[src/rtl/cks_pkg.sv]
package cks_pkg;
    typedef enum logic [1:0] {
        WK_PROG = 2'd0,
        WK_CFG1 = 2'd1,
        WK_CFG2 = 2'd2,
        WK_UID  = 2'd3
    } word_kind_e;
endpackage

[src/rtl/cks_prog_acc.sv]
// Sums program words up to a run-time count limit, modulo 2^SUM_W.
module cks_prog_acc #(
    parameter int WORD_W = 14,
    parameter int SUM_W  = 16,
    parameter int CNT_W  = 14
) (
    input  logic              clk_i,
    input  logic              rst_ni,
    input  logic              clr_i,
    input  logic              take_i,
    input  logic [WORD_W-1:0] word_i,
    input  logic [CNT_W-1:0]  limit_i,
    output logic [SUM_W-1:0]  sum_o
);
    typedef struct packed {
        logic [SUM_W-1:0] sum;
        logic [CNT_W-1:0] cnt;
    } acc_t;

    acc_t st_d, st_q;

    always_comb begin
        st_d = st_q;
        if (clr_i) begin
            st_d.sum = '0;
            st_d.cnt = '0;
        end else if (take_i && (st_q.cnt < limit_i)) begin
            st_d.sum = st_q.sum + SUM_W'(word_i);
            st_d.cnt = st_q.cnt + 1'b1;
        end
    end

    always_ff @(posedge clk_i or negedge rst_ni) begin
        if (!rst_ni) st_q <= '0;
        else         st_q <= st_d;
    end

    assign sum_o = st_q.sum;
endmodule

[src/rtl/cks_uid_pack.sv]
// Packs the low nibble of successive user IDs, first arrival on top.
module cks_uid_pack #(
    parameter int WORD_W = 14,
    parameter int NIB_W  = 4,
    parameter int UID_N  = 4
) (
    input  logic                   clk_i,
    input  logic                   rst_ni,
    input  logic                   clr_i,
    input  logic                   take_i,
    input  logic [WORD_W-1:0]      word_i,
    output logic [NIB_W*UID_N-1:0] packed_o
);
    localparam int IDX_W = $clog2(UID_N + 1);

    typedef struct packed {
        logic [IDX_W-1:0]            idx;
        logic [UID_N-1:0][NIB_W-1:0] nib;
    } pack_t;

    pack_t st_d, st_q;

    always_comb begin
        st_d = st_q;
        if (clr_i) begin
            st_d = '0;
        end else if (take_i && (st_q.idx < IDX_W'(UID_N))) begin
            st_d.idx = st_q.idx + 1'b1;
        end
    end

    // One slot per user ID; slot k sits at nibble UID_N-1-k.
    for (genvar k = 0; k < UID_N; k++) begin : g_slot
        logic [NIB_W-1:0] nib_d;
        always_comb begin
            nib_d = st_q.nib[UID_N-1-k];
            if (clr_i)
                nib_d = '0;
            else if (take_i && (st_q.idx == IDX_W'(k)))
                nib_d = word_i[NIB_W-1:0];
        end
        always_ff @(posedge clk_i or negedge rst_ni) begin
            if (!rst_ni) st_q.nib[UID_N-1-k] <= '0;
            else         st_q.nib[UID_N-1-k] <= nib_d;
        end
    end

    always_ff @(posedge clk_i or negedge rst_ni) begin
        if (!rst_ni) st_q.idx <= '0;
        else         st_q.idx <= st_d.idx;
    end

    assign packed_o = st_q.nib;
endmodule

[src/rtl/cks_cfg_hold.sv]
// Holds the two configuration words; blank value when never received.
module cks_cfg_hold #(
    parameter int WORD_W = 14
) (
    input  logic              clk_i,
    input  logic              rst_ni,
    input  logic              clr_i,
    input  logic              take1_i,
    input  logic              take2_i,
    input  logic [WORD_W-1:0] word_i,
    output logic [WORD_W-1:0] cfg1_o,
    output logic [WORD_W-1:0] cfg2_o
);
    typedef struct packed {
        logic [WORD_W-1:0] c1;
        logic [WORD_W-1:0] c2;
    } cfg_t;

    cfg_t st_d, st_q;

    always_comb begin
        st_d = st_q;
        if (clr_i) begin
            st_d.c1 = '1;
            st_d.c2 = '1;
        end else begin
            if (take1_i) st_d.c1 = word_i;
            if (take2_i) st_d.c2 = word_i;
        end
    end

    always_ff @(posedge clk_i or negedge rst_ni) begin
        if (!rst_ni) st_q <= '1;
        else         st_q <= st_d;
    end

    assign cfg1_o = st_q.c1;
    assign cfg2_o = st_q.c2;
endmodule

[src/rtl/cks_image_sum.sv]
module cks_image_sum
    import cks_pkg::*;
#(
    parameter int WORD_W = 14,
    parameter int SUM_W  = 16,
    parameter int CNT_W  = 14,
    parameter int NIB_W  = 4,
    parameter int UID_N  = 4,
    parameter int CP_BIT = 6
) (
    input  logic              clk_i,
    input  logic              rst_ni,
    input  logic              start_i,
    input  logic              valid_i,
    input  logic              last_i,
    input  logic [1:0]        kind_i,
    input  logic [WORD_W-1:0] word_i,
    input  logic [WORD_W-1:0] cfg1_mask_i,
    input  logic [WORD_W-1:0] cfg2_mask_i,
    input  logic [CNT_W-1:0]  prog_words_i,
    output logic              done_o,
    output logic [SUM_W-1:0]  sum_o
);
    localparam int PACK_W = NIB_W * UID_N;

    typedef struct packed {
        logic             active;
        logic             pend;
        logic             done;
        logic [SUM_W-1:0] sum;
    } top_t;

    top_t st_d, st_q;

    logic              accept;
    word_kind_e        kind;
    logic [SUM_W-1:0]  prog_sum;
    logic [PACK_W-1:0] uid_term;
    logic [WORD_W-1:0] cfg1, cfg2;
    logic [SUM_W-1:0]  cfg_term;
    logic [SUM_W-1:0]  result;
    logic              prot;

    assign kind   = word_kind_e'(kind_i);
    assign accept = st_q.active && valid_i && !start_i;

    cks_prog_acc #(.WORD_W(WORD_W), .SUM_W(SUM_W), .CNT_W(CNT_W)) u_prog (
        .clk_i   (clk_i),
        .rst_ni  (rst_ni),
        .clr_i   (start_i),
        .take_i  (accept && (kind == WK_PROG)),
        .word_i  (word_i),
        .limit_i (prog_words_i),
        .sum_o   (prog_sum)
    );

    cks_uid_pack #(.WORD_W(WORD_W), .NIB_W(NIB_W), .UID_N(UID_N)) u_uid (
        .clk_i    (clk_i),
        .rst_ni   (rst_ni),
        .clr_i    (start_i),
        .take_i   (accept && (kind == WK_UID)),
        .word_i   (word_i),
        .packed_o (uid_term)
    );

    cks_cfg_hold #(.WORD_W(WORD_W)) u_cfg (
        .clk_i   (clk_i),
        .rst_ni  (rst_ni),
        .clr_i   (start_i),
        .take1_i (accept && (kind == WK_CFG1)),
        .take2_i (accept && (kind == WK_CFG2)),
        .word_i  (word_i),
        .cfg1_o  (cfg1),
        .cfg2_o  (cfg2)
    );

    always_comb begin
        prot     = !cfg1[CP_BIT];
        cfg_term = SUM_W'(cfg1 & cfg1_mask_i) + SUM_W'(cfg2 & cfg2_mask_i);
        result   = cfg_term + (prot ? SUM_W'(uid_term) : prog_sum);
    end

    always_comb begin
        st_d      = st_q;
        st_d.done = 1'b0;
        if (start_i) begin
            st_d.active = 1'b1;
            st_d.pend   = 1'b0;
            st_d.sum    = '0;
        end else begin
            if (accept && last_i) begin
                st_d.active = 1'b0;
                st_d.pend   = 1'b1;
            end
            if (st_q.pend) begin
                st_d.pend = 1'b0;
                st_d.done = 1'b1;
                st_d.sum  = result;
            end
        end
    end

    always_ff @(posedge clk_i or negedge rst_ni) begin
        if (!rst_ni) st_q <= '0;
        else         st_q <= st_d;
    end

    assign done_o = st_q.done;
    assign sum_o  = st_q.sum;
endmodule

[config.mk]
export PLATFORM = sky130hd
export DESIGN_NAME = cks_image_sum
export DESIGN_NICKNAME = d
export VERILOG_FILES = /design/src/rtl/cks_pkg.sv /design/src/rtl/cks_prog_acc.sv /design/src/rtl/cks_uid_pack.sv /design/src/rtl/cks_cfg_hold.sv /design/src/rtl/cks_image_sum.sv
export SDC_FILE = /design/constraint.sdc
export NUM_CORES = 1
export LEC_CHECK = 0
export BUFFER_PORTS_ARGS = -buffer_cell sky130_fd_sc_hd__buf_2
export CAP_MARGIN = 20
export CORE_ASPECT_RATIO = 2
export CORE_MARGIN = 2
export CORE_UTILIZATION = 35
export DETAILED_ROUTE_END_ITERATION = 12
export HOLD_SLACK_MARGIN = 0.12
export PLACE_DENSITY_LB_ADDON = 0.12
export SLEW_MARGIN = 20
export SYNTH_ARGS = -nofsm -noshare
export SYNTH_HDL_FRONTEND = slang
export SYNTH_HIERARCHICAL = 1
export SYNTH_SLANG_ARGS = --single-unit
export TNS_END_PERCENT = 100
[constraint.sdc]
create_clock -name clk_i -period 4.5 [get_ports clk_i]
set_input_delay 0.45 -clock clk_i [delete_from_list [all_inputs] [get_ports clk_i]]
set_output_delay 0.45 -clock clk_i [all_outputs]
set_load 0.02 [all_outputs]
==> flow_summary_export.csv <==
group,metric,value,unit
synthesis,synthAdderAreaFrac,12.9,%
global_routing,grt_max_degree,78,
floorplanning,dieWidth,104,um
clock_tree,root_buffer,"clkbuf_16",
power,peakVddDrop,159,uV
final_layout,layout-drive-gt1-share,18.9,%
placement,dp_hpwl,13.7,mm
drt,post-route-drc-count,0,
placement,place_congestion,0.901,
global_routing,antenna_found_initial,0,
setup_path,r2r_end,"sum_o[13]",
setup_path,startpoint_type,"flop",
synthesis,synth_top_cells_by_count,"nand2_1 (77), dfrtp_1 (68), inv_1 (58), a21oi_1 (52), buf_4 (48)",
setup_path,crit_chain,"mux2i_1 -> fa_1 -> inv_1 -> ha_1 -> fa_1 -> a21o_1 -> o2bb2ai_1 -> o211ai_1 -> mux2i_1 -> o311ai_0",
setup_path,cp-startpoint,"u_cfg/cfg1_o[6]",
floorplanning,core_area,0.0198,mm^2
synthesis,synthTopCellsByArea,"dfrtp_1 (24%), dfstp_2 (10%), ha_1 (8.4%)",
drt,wl_per_cell,17.2,um
global_routing,grt_pass1_wl,29.4,mm
synthesis,synth_top_cell_by_area,"dfrtp_1",
synthesis,post_synth_num_cell_types,66,
floorplanning,dieArea,0.0213,mm^2
clock_tree,clk_path_buf_depth,2,
final_layout,area_growth,7.07,%
floorplanning,num_rows,73,
clock_tree,ctsHoldBuffers,0,
setup_path,worstSetupPathType,"reg -> reg",
placement,place_ws,1.05,ns
drt,dr.pass1.iters,4,
synthesis,synth_top_area_share,24.2,%
clock_tree,clock_latency,0.36,ns
clock_tree,clk_pin_slew,0.07,ns
drt,routed_wl,17.8,mm
clock_tree,numCtsBuffers,9,
placement,io_buffers,79,
synthesis,ys.flop_type,"dfrtp_1",
timing,setup_ws,1.01,ns
final_layout,n_antenna_cell,0,
global_routing,grt-ovfl-total,0,
final_layout,multi_input_area,0.00384,mm^2
clock_tree,cts_resized,0,
drt,vias,5374,
synthesis,synth_area_per_cell,9.41,um^2
clock_tree,htree_levels,3,
synthesis,ys_warn_count,6,
power,p_per_area,275,mW/mm^2
floorplanning,pin_count,80,
synthesis,synth_area,0.00704,mm^2
setup_path,cp_top_family,"adder cells",
synthesis,ys_seq_elements,96,
global_routing,grtUsageTotal,17.6,%
run,max-cap-violations,0,
setup_path,r2r-start,"u_cfg/cfg1_o[6]",
timing,hold_slack,0.202,ns
power,p_leak,3.72,nW
timing,tns,0,ns
setup_path,crit_required,4.71,ns
floorplanning,die_y,205,um
synthesis,synth-compound-area-share,17.8,%
final_layout,nets,892,
timing,hold_violations,0,
worst_hold_path,hp-class,"in -> async",
final_layout,fill_cells,2063,
drt,drtIter0Drc,217,
setup_path,crit_arrival,3.70,ns
clock_tree,tritoncts,"yes",
synthesis,synth_edf_count,0,
synthesis,synth.net_count,874,
synthesis,synthCells,748,
timing,fmax,0.286,GHz
synthesis,synth_mux_area_share,5.60,%
setup_path,rrSetupSlack,1.01,ns
synthesis,synthArstFlopShare,100,%
synthesis,synth-xor-area-share,1.87,%
synthesis,yosysSeqAreaShare,34.6,%
final_layout,design_area,0.00754,mm^2
timing,min_period,3.49,ns
setup_path,slowest_delay,0.86,ns
timing,rsz0062_at_grt,"no",
setup_path,crit_end,"sum_o[13]",
synthesis,synth_top_family_by_area,"compound AO/OA/AOI/OAI gates",
clock_tree,cts_setup_buffers,0,
clock_tree,cts.sinks,96,
setup_path,cp_slowest_cell,"dfstp_2",
timing,tightestPinTransition,0.937,ns
setup_path,endpoint_kind,"flop",
timing,clock_skew,0.00905,ns
timing,post-route-period-util,77.6,%
timing,slew_headroom,37.6,%
global_routing,grt_pass1_vias,5714,
final_layout,seq_area,0.00244,mm^2
setup_path,worst-path-max-fanout,18,
setup_path,rr_worst_depth,10,
setup_path,path_depth,10,
drt,viasPerCell,5.20,
run_status,status,"finished clean",
synthesis,yosysMostFrequentCell,"nand2_1",
synthesis,yosys.area_share.simple,16.1,%
timing,slew_viol_final,0,
placement,post_dp_cell_area,0.00726,mm^2
drt,ant_nets,0,
setup_path,crit_buf_inv,1,
floorplanning,start_util,35.5,%
timing,setup_viol,0,
metrics by stage:
stage	cells	power (mW)	util, %
2_1_floorplan	748	1.23	-
3_3_place_gp	1017	1.34	36.6
3_5_place_dp	1017	1.35	36.6
4_1_cts	1033	2.12	38.0
5_1_grt	1033	2.20	38.0
6_report	1033	2.07	38.0
worst register-to-register path, cell delays in order (launching register included):
cell and delay [ns]:
dfstp_2 0.86, mux2i_1 0.18, fa_1 0.50, inv_1 0.04, ha_1 0.21, fa_1 0.40
a21o_1 0.21, o2bb2ai_1 0.27, o211ai_1 0.30, mux2i_1 0.22, o311ai_0 0.14
where the power goes:
group | leakage, nW | switching (mW) | internal (mW)
logic | 2.34 | 0.260 | 0.165
clock network | 0.140 | 0.348 | 0.391
registers | 1.23 | 0.0171 | 0.892
total | 3.72 | 0.626 | 1.45
sequential cells by signal (all words and copies together), names as in the netlist:
| name | cells |
|---|---|
| st_q | 2 |
| u_uid/packed_o | 16 |
| u_prog/st_q | 14 |
| u_uid/st_q | 3 |
| sum_o | 16 |
| u_cfg/cfg1_o | 14 |
| done_o | 1 |
| u_cfg/cfg2_o | 14 |
| u_prog/sum_o | 16 |
routing by layer:
layer	global-route usage, %	wire length, um
met4	7.24	494
met5	0	0
met2	34.1	9920
met1	18.7	6840
met3	2.55	535
cells in the final DEF, fill, tap and decap left out, types with 3 or more instances in the layout:
cell       netlist  final
nor4_1           3      3
clkinv_2         0      3
a21oi_1         52     52
nand4_1          8      8
clkbuf_16        0      9
and3_1           6      6
o31a_1           3      3
buf_2           11     78
o21ai_0         18     18
ha_1            47     47
nand3b_4         3      3
dfrtp_1         68     68
inv_1           58     58
o211ai_1         5      5
nand3_1         17     17
a211o_1         34     34
or3_1            5      5
nand2_1         77     77
nand2b_1         3      3
o21a_1           8      8
or4_1            9      9
o2111ai_1        4      4
nor3_1           3      3
xnor2_1         12     12
a211oi_1         8      8
a21o_1           7      7
mux2i_1         36     36
nor2b_1         16     16
xor2_1           3      3
buf_4           48      7
dfstp_2         28     28
and2b_1         16     16
fa_1            16     16
mux2_2           3      3
o31ai_1         11     11
nor2_1          45     44
worst min-delay path by stage:
stage	start	to	slack (ns)
final	rst_ni	u_prog/st_q[2]	0.20
after detailed placement	sum_o[8]	sum_o[8]	0.47
after floorplan	rst_ni	done_o	0.15
after CTS	rst_ni	u_prog/st_q[2]	0.28
after global routing	rst_ni	u_prog/st_q[0]	0.34
after global placement	sum_o[10]	sum_o[10]	0.46
cell type report:
type / instances / share of cell area, %
Multi-Input combinational cell: 516 / 50.9
Tap cell: 262 / 4.35
Inverter: 58 / 2.89
Clock buffer: 11 / 3.22
Timing Repair Buffer: 85 / 5.88
Sequential cell: 96 / 32.3
Clock inverter: 5 / 0.432
logic make-up (layout without fill, tap and decap cells):
kind of cell | after synthesis | in the layout
flops | 96 | 96
fa+ha+maj | 63 | 63
buf+inv | 136 | 159
mux | 39 | 39
simple gates | 221 | 221
compound gates | 178 | 178
xor+xnor | 15 | 15
Power figures use the tool's default switching activity.
